**config.mk**
```make
export PLATFORM = sky130hd
export DESIGN_NAME = frame_char_counter
export DESIGN_NICKNAME = d
export VERILOG_FILES = /design/src/rtl/fcc_pkg.sv /design/src/rtl/fcc_limit_reg.sv /design/src/rtl/fcc_down_cnt.sv /design/src/rtl/fcc_resid_hold.sv /design/src/rtl/frame_char_counter.sv
export SDC_FILE = /design/constraint.sdc
export NUM_CORES = 1
export LEC_CHECK = 0
export ABC_CLOCK_PERIOD_IN_PS = 5300
export CELL_PAD_IN_SITES_DETAIL_PLACEMENT = 1
export CELL_PAD_IN_SITES_GLOBAL_PLACEMENT = 2
export CORE_MARGIN = 3
export CORE_UTILIZATION = 33
export CTS_CLUSTER_DIAMETER = 40
export CTS_CLUSTER_SIZE = 40
export DETAILED_ROUTE_END_ITERATION = 7
export PLACE_DENSITY_LB_ADDON = 0.05
export SLEW_MARGIN = 40
export SYNTH_ARGS = -nofsm -noshare
export SYNTH_HDL_FRONTEND = slang
export SYNTH_HIERARCHICAL = 1
export SYNTH_SLANG_ARGS = --single-unit
export TNS_END_PERCENT = 5
```
**constraint.sdc**
```tcl
create_clock -name clk_i -period 5.3 [get_ports clk_i]
set_clock_uncertainty 0.05 [all_clocks]
set_input_delay 1.06 -clock clk_i [delete_from_list [all_inputs] [get_ports clk_i]]
set_output_delay 1.06 -clock clk_i [all_outputs]
set_load 0.05 [all_outputs]
```
**src/rtl/fcc_pkg.sv**
```systemverilog
package fcc_pkg;
  typedef enum logic [1:0] {
    CMD_NONE  = 2'b00,
    CMD_LOAD  = 2'b01,
    CMD_CLEAR = 2'b10,
    CMD_PURGE = 2'b11
  } cmd_e;
endpackage

```
**src/rtl/fcc_limit_reg.sv**
```systemverilog
module fcc_limit_reg #(
  parameter int unsigned W = 8
) (
  input  logic         clk_i,
  input  logic         rst_ni,
  input  logic         we_i,
  input  logic [W-1:0] wdata_i,
  output logic [W-1:0] limit_o,
  output logic         nz_o
);
  logic [W-1:0] limit_q;

  always_ff @(posedge clk_i or negedge rst_ni) begin
    if (!rst_ni)   limit_q <= '0;
    else if (we_i) limit_q <= wdata_i;
  end

  assign limit_o = limit_q;
  assign nz_o    = |limit_q;


  limit_hold_chk: assert property (@(posedge clk_i) disable iff (!rst_ni)
    !we_i |=> $stable(limit_q));
endmodule

```
**src/rtl/fcc_down_cnt.sv**
```systemverilog
module fcc_down_cnt #(
  parameter int unsigned W = 8
) (
  input  logic         clk_i,
  input  logic         rst_ni,
  input  logic         ld_i,
  input  logic         clr_i,
  input  logic         stb_i,
  input  logic [W-1:0] limit_i,
  input  logic         limit_nz_i,
  output logic [W-1:0] cnt_o,
  output logic         en_o,
  output logic         tag_o
);
  logic [W-1:0] cnt_q;
  logic         en_q;
  logic         dec;

  assign dec = stb_i && en_q && (cnt_q != '0) && !ld_i && !clr_i;

  always_ff @(posedge clk_i or negedge rst_ni) begin
    if (!rst_ni) begin
      cnt_q <= '0;
      en_q  <= 1'b0;
    end else if (clr_i) begin
      cnt_q <= '0;
      en_q  <= 1'b0;
    end else if (ld_i) begin
      cnt_q <= limit_i;
      en_q  <= limit_nz_i;
    end else if (dec) begin
      cnt_q <= cnt_q - 1'b1;
    end
  end

  // marks the exact character that steps the count from 1 to 0
  assign tag_o = dec && (cnt_q == W'(1));
  assign cnt_o = cnt_q;
  assign en_o  = en_q;


  load_value_chk: assert property (@(posedge clk_i) disable iff (!rst_ni)
    (ld_i && !clr_i) |=> (cnt_q == $past(limit_i)));

  zero_limit_chk: assert property (@(posedge clk_i) disable iff (!rst_ni)
    (ld_i && !clr_i && limit_i == '0) |=> !en_q);

  step_one_chk: assert property (@(posedge clk_i) disable iff (!rst_ni)
    (stb_i && en_q && cnt_q != '0 && !ld_i && !clr_i) |=> (cnt_q == $past(cnt_q) - 1'b1));

  tag_to_zero_chk: assert property (@(posedge clk_i) disable iff (!rst_ni)
    tag_o |=> (cnt_q == '0));

  no_wrap_chk: assert property (@(posedge clk_i) disable iff (!rst_ni)
    (cnt_q == '0 && !ld_i) |=> (cnt_q == '0));

  clear_chk: assert property (@(posedge clk_i) disable iff (!rst_ni)
    clr_i |=> (cnt_q == '0 && !en_q));
endmodule

```
**src/rtl/fcc_resid_hold.sv**
```systemverilog
module fcc_resid_hold #(
  parameter int unsigned W = 8
) (
  input  logic         clk_i,
  input  logic         rst_ni,
  input  logic         end_i,
  input  logic         en_i,
  input  logic [W-1:0] cnt_i,
  input  logic         rel_i,
  output logic [W-1:0] resid_o,
  output logic         vld_o
);
  logic [W-1:0] resid_q;
  logic         vld_q;
  logic         cap;

  assign cap = end_i && en_i && (cnt_i != '0) && !rel_i;

  always_ff @(posedge clk_i or negedge rst_ni) begin
    if (!rst_ni) begin
      resid_q <= '0;
      vld_q   <= 1'b0;
    end else if (rel_i) begin
      vld_q   <= 1'b0;
    end else if (cap) begin
      resid_q <= cnt_i;
      vld_q   <= 1'b1;
    end
  end

  assign resid_o = resid_q;
  assign vld_o   = vld_q;


  resid_cap_chk: assert property (@(posedge clk_i) disable iff (!rst_ni)
    (end_i && en_i && cnt_i != '0 && !rel_i) |=> (vld_q && resid_q == $past(cnt_i)));

  resid_rel_chk: assert property (@(posedge clk_i) disable iff (!rst_ni)
    rel_i |=> !vld_q);
endmodule

```
**src/rtl/frame_char_counter.sv**
```systemverilog
module frame_char_counter #(
  parameter int unsigned CNT_W   = 8,
  parameter bit          READ_EN = 1'b1
) (
  input  logic             clk_i,
  input  logic             rst_ni,
  input  logic             lim_we_i,
  input  logic [CNT_W-1:0] lim_wdata_i,
  input  logic [1:0]       cmd_i,
  input  logic             frame_start_i,
  input  logic             char_stb_i,
  input  logic             frame_end_i,
  output logic [CNT_W-1:0] count_o,
  output logic             en_o,
  output logic             eof_tag_o,
  output logic [CNT_W-1:0] resid_o,
  output logic             resid_vld_o
);
  import fcc_pkg::*;

  cmd_e             cmd;
  logic             ld, clr;
  logic [CNT_W-1:0] limit, cnt;
  logic             limit_nz, en;

  assign cmd = cmd_e'(cmd_i);
  assign ld  = frame_start_i || (cmd == CMD_LOAD);
  assign clr = (cmd == CMD_CLEAR);  // purge deliberately not decoded

  fcc_limit_reg #(.W(CNT_W)) u_lim (
    .clk_i, .rst_ni, .we_i(lim_we_i), .wdata_i(lim_wdata_i),
    .limit_o(limit), .nz_o(limit_nz)
  );

  fcc_down_cnt #(.W(CNT_W)) u_cnt (
    .clk_i, .rst_ni, .ld_i(ld), .clr_i(clr), .stb_i(char_stb_i),
    .limit_i(limit), .limit_nz_i(limit_nz),
    .cnt_o(cnt), .en_o(en), .tag_o(eof_tag_o)
  );

  fcc_resid_hold #(.W(CNT_W)) u_res (
    .clk_i, .rst_ni, .end_i(frame_end_i), .en_i(en), .cnt_i(cnt),
    .rel_i(ld || clr), .resid_o, .vld_o(resid_vld_o)
  );

  assign en_o = en;

  generate
    if (READ_EN) begin : g_rd
      assign count_o = cnt;
    end else begin : g_hide
      assign count_o = '0;
    end
  endgenerate


  purge_keep_chk: assert property (@(posedge clk_i) disable iff (!rst_ni)
    (cmd == CMD_PURGE && !frame_start_i && !char_stb_i) |=> ($stable(cnt) && $stable(en)));
endmodule

```
==> results.toml <==
[timing]
period_minus_slack_ns = 4.45
rsz0062_at_grt = "no"
finalHoldViolations = 0
relSlewSlack = 0.628
setup_viol = 0
post-route-period-util = 0.840
fin_setup_tns_ns = 0
final_max_slew_viol_count = 0
max_freq_mhz = 225
worstMarginPinSlew_ns = 0.556

[placement]
hpwlAfterDp_mm = 2.36
io_buffers = 34
dp.cells = 195
gp_congestion = 0.701

[power]
total_power_uw = 654
leakage_uw = 0.000765
powerDensity_nw_per_um2 = 359
peakVddDrop_v = 0.000111

[layout]
instances_no_fill = 199
final_nets = 171
area_growth_syn_to_layout_pct = 31.8
postLayoutCoreUtil = 0.473
drive_gt1_frac = 0.152
fillers = 423
num_antenna_cells = 0

[worst_setup_path]
end_kind = "primary output"
reg2reg_from = "u_cnt/cnt_o[1]"
crit_required_ns = 4.19
path_max_fanout = 13
reg2reg_slack_ns = 3.26
critical-path-top-delay-family = "buffers and inverters"
crit_slowest_cell = "clkdlybuf4s50_1"
cp.arrival_ns = 3.34
path_cells = "clkdlybuf4s50_1 > and2b_1 > or2_2 > nor3_1 > and4_1 > clkdlybuf4s50_1"
startpoint_type = "input port"
path_class = "input port to primary output"
timing.critical_path.buf_inv = 2
ff2ff_path_depth = 6
cp_slowest_stage_delay_ns = 0.80
rr_endpoint = "u_cnt/cnt_o[1]"
crit_top_cell = "clkdlybuf4s50_1"

[min_path]
hold_path.class = "flop to flop"
min_path_cells = 1
hold-path-endpoint = "u_res/resid_o[0]"
worstHoldStart = "u_res/resid_o[0]"

[clocking]
cts_hold_buf = 0
clk_latency_ns = 0.28
clockBufferDepth = 2
cts_tree = "built"
clk_pin_slew_ns = 0.09
cts-root-buf = "clkbuf_8"
clock_sinks = 26
htreeDepth = 1
ctsResizeCount = 0
cts_inserted_buffers = 3
postCtsSetupBuffers = 0

[grt]
overflow = 0
antenna_found_initial = 0
grtUsageTotal = 0.134
grt_pass1_wl_mm = 5.22
grt_max_degree = 27
grt_pass1_vias = 1054

[route]
drt_wl_total_mm = 3.13
drc = 0
drtAntennaViolNets = 0
vias_per_cell = 5.34
drtIter0Drc = 26
wl_per_cell_um = 15.7
first_pass_iters = 4
vias = 1062

[synthesis]
synth_cell_type_count = 41
ys.flop_type = "dfrtp_1"
ys_top_cells_by_count = "26 x dfrtp_1, 9 x mux2_4, 8 x a22o_1"
ys_seq_area_frac = 0.471
yosysTopAreaCell = "dfrtp_1"
ys_async_sr_fraction = 1.00
ys_ff_latch = 26
syn-num-nets = 135
yosysTopAreaCellShare = 0.471
syn_area_um2 = 1380
synth_edf_count = 0
synth.most_common_cell = "dfrtp_1"
synth_area_leaders = "dfrtp_1 47%, mux2_4 9.8%, a22o_1 5.1%, ha_1 2.7%, a2111oi_4 2.0%"
synth_cells = 116
ys.warnings.count = 6
syn_avg_cell_area_um2 = 11.9

[run]
cap_viol_max_count = 0

[floorplan]
fp.dieW_um = 70.7
fp.dieH_um = 70.7
ios = 35
core_um2 = 3850
start_util = 0.359
die-area_um2 = 5000
num_rows = 22

[run_status]
status = "finished, final reports clean"
## sequential cells by signal (all words and copies together) (netlist names)
| register | cells |
|---|---|
| u_cnt/cnt_o | 8 |
| u_res/resid_o | 8 |
| u_res/vld_o | 1 |
| u_cnt/en_o | 1 |
| u_lim/limit_o | 8 |
## how the worst max path moves through the flow
stage	start	endpoint	slack, ns	cells past startpoint
after floorplan	cmd_i[1]	eof_tag_o	1.79	5
after global placement	cmd_i[1]	eof_tag_o	0.87	6
after detailed placement	cmd_i[1]	eof_tag_o	0.83	6
after CTS	cmd_i[1]	eof_tag_o	0.84	6
after global routing	cmd_i[1]	eof_tag_o	0.78	6
final	cmd_i[1]	eof_tag_o	0.85	6
## kinds of logic (layout without fill, tap and decap cells)
group	count (synthesis)	count (layout)	synth area share
AO/OA/AOI/OAI	27	27	0.168
XOR/XNOR	3	3	0.0190
adder cells (fa/ha/maj)	3	3	0.0272
buffers and inverters	9	44	0.0308
flip-flops	26	26	0.471
multiplexers	11	11	0.112
AND/OR/NAND/NOR	37	37	0.172
## final cells by class
cell class                      count  area (µm²)  share of cell area
Inverter                            5        18.8              0.0103
Clock buffer                        4        55.1              0.0302
Tap cell                           48        60.1              0.0330
Timing Repair Buffer               35         348               0.191
Multi-Input combinational cell     81         689               0.378
Sequential cell                    26         651               0.357
## stage by stage
step	setup WS (ns)	instance area [µm²]	hold WS [ns]
detailed placement	0.833	1770	0.435
global route	0.778	1820	0.479
finish	0.847	1820	0.454
floorplan	1.79	1380	0.451
global placement	0.871	1770	0.431
CTS	0.839	1820	0.462
## worst reg2reg max path, cell delays in order, from the launching register on
cell	delay (ns)
dfrtp_1	0.46
inv_1	0.13
ha_1	0.18
nor2b_1	0.40
nand3_2	0.15
mux2_4	0.33
a2111oi_4	0.26
## metal layers
metal	GRT usage	up-vias	wire length, µm
met5	0	-	0
met4	0.0626	0	63
met3	0.0313	5	161
met2	0.223	27	1540
met1	0.162	529	1360
li1	-	501	-
## placed cells by master, fill, tap and decap left out, drive strengths merged, types with 4 or more instances in the layout
master,count
nor2,7
nor4,4
a22o,8
nand2,6
mux2,9
a31oi,4
clkbuf,4
inv,5
dfrtp,26
clkdlybuf4s50,34
## power breakdown
| part | internal, µW | total [µW] | switching [µW] |
|---|---|---|---|
| Clock | 66.7 | 133 | 65.9 |
| Combinational | 103 | 256 | 153 |
| Sequential | 230 | 265 | 35.1 |
Note: power is estimated with default switching activity, not from simulation.
